[src/rtl/busacq_pkg.sv]
package busacq_pkg;

    typedef enum logic [1:0] {
        PH_IDLE = 2'd0,
        PH_WAIT = 2'd1,
        PH_HELD = 2'd2,
        PH_REST = 2'd3
    } phase_e;

    typedef enum logic [1:0] {
        END_DONE    = 2'd0,
        END_LIMIT   = 2'd1,
        END_REVOKED = 2'd2,
        END_ABORT   = 2'd3
    } end_cause_e;

    typedef struct packed {
        logic abort;
        logic revoke;
        logic limit;
        logic done;
    } end_req_t;

    function automatic logic any_end(end_req_t r);
        return r.abort | r.revoke | r.limit | r.done;
    endfunction

    function automatic end_cause_e pick_cause(end_req_t r);
        if (r.abort)       return END_ABORT;
        else if (r.revoke) return END_REVOKED;
        else if (r.limit)  return END_LIMIT;
        else               return END_DONE;
    endfunction

endpackage

[src/rtl/busacq_dwell.sv]
module busacq_dwell #(
    parameter int CNT_W = 16
) (
    input  logic             clk,
    input  logic             rst,
    input  logic             load_i,
    input  logic [CNT_W-1:0] lim_i,
    input  logic             step_i,
    output logic             last_o
);
    localparam logic [CNT_W-1:0] ONE = {{(CNT_W-1){1'b0}}, 1'b1};

    logic [CNT_W-1:0] left_q;
    logic             free_q;

    always_ff @(posedge clk) begin
        if (rst) begin
            left_q <= '0;
            free_q <= 1'b1;
        end else if (load_i) begin
            left_q <= lim_i;
            free_q <= (lim_i == '0);
        end else if (step_i && !free_q) begin
            left_q <= left_q - ONE;
        end
    end

    assign last_o = !free_q && (left_q == ONE);
endmodule

[src/rtl/busacq_chain.sv]
module busacq_chain (
    input  logic grant_in_n,
    input  logic abort_n,
    input  logic req_i,
    input  logic held_i,
    output logic grant_out_n,
    output logic own_o
);
    assign grant_out_n = grant_in_n | req_i;
    assign own_o       = held_i & req_i & ~grant_in_n & abort_n;
endmodule

[src/rtl/busacq_fsm.sv]
module busacq_fsm
    import busacq_pkg::*;
(
    input  logic       clk,
    input  logic       rst,
    input  logic       want_i,
    input  logic       xfer_i,
    input  logic       grant_low_i,
    input  logic       abort_n,
    input  logic       own_i,
    input  logic       last_i,
    output logic       load_o,
    output logic       req_o,
    output logic       held_o,
    output logic       end_o,
    output logic [1:0] cause_o
);
    phase_e     phase_q, phase_d;
    end_cause_e cause_q, cause_d;
    end_req_t   wait_end, held_end;

    always_comb begin
        wait_end        = '0;
        wait_end.abort  = !abort_n;
        wait_end.done   = !want_i;

        held_end        = '0;
        held_end.abort  = !abort_n;
        held_end.revoke = !grant_low_i;
        held_end.limit  = xfer_i & own_i & last_i;
        held_end.done   = !want_i;
    end

    always_comb begin
        phase_d = phase_q;
        cause_d = cause_q;
        load_o  = 1'b0;
        unique case (phase_q)
            PH_IDLE: if (want_i) phase_d = PH_WAIT;
            PH_WAIT: begin
                if (any_end(wait_end)) begin
                    phase_d = PH_REST;
                    cause_d = pick_cause(wait_end);
                end else if (grant_low_i) begin
                    phase_d = PH_HELD;
                    load_o  = 1'b1;
                end
            end
            PH_HELD: begin
                if (any_end(held_end)) begin
                    phase_d = PH_REST;
                    cause_d = pick_cause(held_end);
                end
            end
            PH_REST: phase_d = PH_IDLE;
            default: phase_d = PH_IDLE;
        endcase
    end

    always_ff @(posedge clk) begin
        if (rst) begin
            phase_q <= PH_IDLE;
            cause_q <= END_DONE;
        end else begin
            phase_q <= phase_d;
            cause_q <= cause_d;
        end
    end

    assign req_o   = (phase_q == PH_WAIT) || (phase_q == PH_HELD);
    assign held_o  = (phase_q == PH_HELD);
    assign end_o   = (phase_q == PH_REST);
    assign cause_o = cause_q;
endmodule

[src/rtl/busacq_top.sv]
module busacq_top
    import busacq_pkg::*;
#(
    parameter int CNT_W = 16
) (
    input  logic             clk,
    input  logic             rst,
    input  logic             want_i,
    input  logic             xfer_i,
    input  logic [CNT_W-1:0] dwell_lim_i,
    input  logic             grant_in_n,
    input  logic             abort_n,
    output logic             bus_req_o,
    output logic             grant_out_n,
    output logic             own_o,
    output logic             end_o,
    output logic [1:0]       cause_o
);
    logic load, held, last, step;

    assign step = xfer_i & own_o;

    busacq_fsm u_fsm (
        .clk         (clk),
        .rst         (rst),
        .want_i      (want_i),
        .xfer_i      (xfer_i),
        .grant_low_i (!grant_in_n),
        .abort_n     (abort_n),
        .own_i       (own_o),
        .last_i      (last),
        .load_o      (load),
        .req_o       (bus_req_o),
        .held_o      (held),
        .end_o       (end_o),
        .cause_o     (cause_o)
    );

    busacq_dwell #(.CNT_W(CNT_W)) u_dwell (
        .clk    (clk),
        .rst    (rst),
        .load_i (load),
        .lim_i  (dwell_lim_i),
        .step_i (step),
        .last_o (last)
    );

    busacq_chain u_chain (
        .grant_in_n  (grant_in_n),
        .abort_n     (abort_n),
        .req_i       (bus_req_o),
        .held_i      (held),
        .grant_out_n (grant_out_n),
        .own_o       (own_o)
    );
endmodule

[config.mk]
export PLATFORM = sky130hd
export DESIGN_NAME = busacq_top
export DESIGN_NICKNAME = d
export VERILOG_FILES = /design/src/rtl/busacq_pkg.sv /design/src/rtl/busacq_dwell.sv /design/src/rtl/busacq_chain.sv /design/src/rtl/busacq_fsm.sv /design/src/rtl/busacq_top.sv
export SDC_FILE = /design/constraint.sdc
export NUM_CORES = 1
export LEC_CHECK = 0
export ABC_CLOCK_PERIOD_IN_PS = 2200
export BUFFER_PORTS_ARGS = -buffer_cell sky130_fd_sc_hd__buf_2
export CELL_PAD_IN_SITES_DETAIL_PLACEMENT = 1
export CELL_PAD_IN_SITES_GLOBAL_PLACEMENT = 2
export CORE_MARGIN = 1.5
export CORE_UTILIZATION = 25
export CTS_CLUSTER_SIZE = 30
export DETAILED_ROUTE_END_ITERATION = 12
export PLACE_DENSITY_LB_ADDON = 0.3
export SYNTH_ARGS = -nofsm -noshare
export SYNTH_HDL_FRONTEND = slang
export SYNTH_SLANG_ARGS = --single-unit
[constraint.sdc]
create_clock -name clk -period 2.2 [get_ports clk]
set_input_delay 0.33 -clock clk [delete_from_list [all_inputs] [get_ports clk]]
set_output_delay 0.33 -clock clk [all_outputs]
set_load 0.005 [all_outputs]
==> flow_summary.yaml <==
status:
  outcome: "finished, final reports clean"
synthesis:
  postSynthAreaPerCell_um2: 8.34
  synth_edf_count: 0
  ys_types: 38
  syn_inst: 152
  synth_nets: 181
  yosysSeqAreaShare: 0.332
  syn_area_um2: 1270
  synthArstFlopShare: 0
  ys_ff_latch: 21
  yosysWarnings: 0
  synthFlopType: "dfxtp_1"
clock_tree:
  clk_pin_slew_ns: 0.09
  cts_max_path_buffers: 2
  cts.sinks: 21
  cts_setup_buffers: 0
  ctsResizeCount: 0
  cts_buffers: 3
  cts_tree: "done"
  cts_max_level: 1
  cts_root_buffer: "clkbuf_8"
  cts-hold-fix-buffers: 0
  clk_latency_ns: 0.27
grt:
  grtUsageTotal: 0.142
  grt-ovfl-total: 0
  grt_pass1_wl_um: 5990
  antenna_found_initial: 0
  grt_pass1_vias: 1196
  grt_max_degree: 34
pwr:
  switching_power_w: 0.000380
  swShare: 0.347
  p_total_w: 0.00110
  powerDensity_nw_per_um2: 723
  ir_drop_mv: 0.183
  p_seq_frac: 0.429
  leakagePower_nw: 0.569
  power_frac_comb: 0.324
  clockPowerShare: 0.246
  p_int_w: 0.000716
routing:
  wirelength_um: 3660
  drc: 0
  num_vias: 1215
  dr.pass1.iters: 4
  drtAntennaViolNets: 0
  vias_per_cell: 5.02
  drt_iter0_drc: 83
  wl_per_cell_um: 15.1
final_layout:
  postLayoutCoreUtil: 0.315
  stdcell_count: 242
  finalInstanceArea_um2: 1520
  num_antenna_cells: 0
  final_cell_mix: "buf_2 (27), dfxtp_1 (21), nor2_1 (20), a211oi_1 (12), nand3_1 (11)"
  drive_above_1_share: 0.229
  num-nets-final: 205
  final_common_cell: "buf_2"
  area.growth.synth_to_final_pct: 19.5
timing:
  slew_headroom: 0.601
  setup_viol: 0
  drv_slew: 0
  rsz0062_at_grt: "no"
  fmax_mhz: 487
  final-hold-violation-count: 0
  period_needed_ns: 2.05
  tns_ns: 0
  finalCritPeriodShare: 0.933
  worst_pin_slew_ns: 0.598
  fin_skew_ns: 0.00378
placed_design:
  io_buffers: 27
  dpl.hpwl_um: 2770
  place_area_um2: 1460
  dpl.cell_count: 238
  place.gp.congestion: 0.803
floorplan:
  ios: 28
  fp.dieArea_um2: 5510
  core_um2: 4820
  row_count: 25
  start_util: 0.263
  fp.dieH_um: 74.2
  die_w_um: 74.2
setup_path:
  crit_slowest_cell: "or4_4"
  worstPathArrival_ns: 2.23
  start_kind: "flop"
  crit_family: "simple AND/OR/NAND/NOR gates"
  crit_type: "flop to flop"
  worstPathRequired_ns: 2.38
  slowest_delay_ns: 0.57
  crit_chain: "or4_4 -> nor4_4 -> nand2b_1 -> or3_1 -> a311oi_1"
  worstPathMaxFanout: 5
  crit_buf_inv: 0
  r2r_slack_ns: 0.15
  cp-end-kind: "flop"
hold_path:
  hp-class: "input pin to flop"
run:
  cap_violations: 0
-- per-stage QoR --
step | hold slack, ns | setup slack, ns
after floorplan | 0.430 | 0.312
after global placement | 0.494 | 0.221
after detailed placement | 0.495 | 0.150
after CTS | 0.346 | 0.124
after global routing | 0.359 | 0.0128
final | 0.340 | 0.148
-- sequential cells by signal, summed over array words and instances (netlist names) --
signal	count
u_dwell.free_q	1
u_dwell.left_q	16
u_fsm.cause_o	2
u_fsm.phase_q	2
-- power groups by stage --
stage / clock network [W] / registers (W) / logic, W
6_report: 0.000270 / 0.000470 / 0.000355
5_1_grt: 0.000291 / 0.000479 / 0.000403
4_1_cts: 0.000277 / 0.000470 / 0.000357
3_5_place_dp: 0 / 0.000478 / 0.000355
3_3_place_gp: 0 / 0.000478 / 0.000346
2_1_floorplan: 0 / 0.000472 / 0.000233
-- worst paths after layout --
check | startpoint | to | cells after the start
worst max-delay path | u_dwell.left_q[7]$_SDFFE_PP0P_ | u_dwell.left_q[15]$_SDFFE_PP0P_ | 5
worst min-delay path | dwell_lim_i[1] | u_dwell.left_q[1]$_SDFFE_PP0P_ | 3
worst max register to register | u_dwell.left_q[7]$_SDFFE_PP0P_ | u_dwell.left_q[15]$_SDFFE_PP0P_ | 5
worst min register to register | u_dwell.free_q$_SDFFE_PP1P_ | u_dwell.free_q$_SDFFE_PP1P_ | 2
-- final cells by class --
cell class                      instances  area (um^2)
Fill cell                             611         3300
Timing Repair Buffer                   28          143
Multi-Input combinational cell        118          807
Clock buffer                            3         41.3
Sequential cell                        21          420
Inverter                                4         15.0
Tap cell                               67         83.8
Clock inverter                          1         5.00
-- metal layers --
metal | vias to the layer above | global-route usage | wire length [um]
li1 | 602 | - | -
met5 | - | 0 | 0
met2 | 24 | 0.224 | 1570
met1 | 582 | 0.200 | 1910
met4 | 0 | 0.0453 | 59
met3 | 7 | 0.0203 | 112
-- cells by family after synthesis --
kind of cell	synth area share
compound gates	0.181
xor+xnor	0.0829
fa+ha+maj	0.0691
buf+inv	0.0385
flops	0.332
simple gates	0.297
-- worst reg2reg max path, delay by kind of cell (launching register included) --
kind | cells | cell delay [ns]
AND/OR/NAND/NOR | 4 | 1.34
flip-flops | 1 | 0.36
AO/OA/AOI/OAI | 1 | 0.26
-- cell usage after synthesis, types with 2 or more instances --
library cell | n | area share
and3_1 | 2 | 0.0099
xnor2_1 | 3 | 0.021
nand4_1 | 2 | 0.0099
nor2_1 | 20 | 0.059
nand3b_1 | 2 | 0.012
a21oi_1 | 6 | 0.024
clkbuf_1 | 9 | 0.027
dfxtp_1 | 21 | 0.33
and2_1 | 2 | 0.0099
xor2_1 | 9 | 0.062
o21ai_0 | 4 | 0.016
or2_2 | 2 | 0.0099
inv_1 | 4 | 0.012
nor3_1 | 3 | 0.012
a211oi_1 | 12 | 0.071
ha_1 | 7 | 0.069
a311oi_1 | 4 | 0.028
nand3_1 | 11 | 0.043
nor4_1 | 5 | 0.025
nand2_1 | 6 | 0.018
Power figures use the tool's default switching activity.
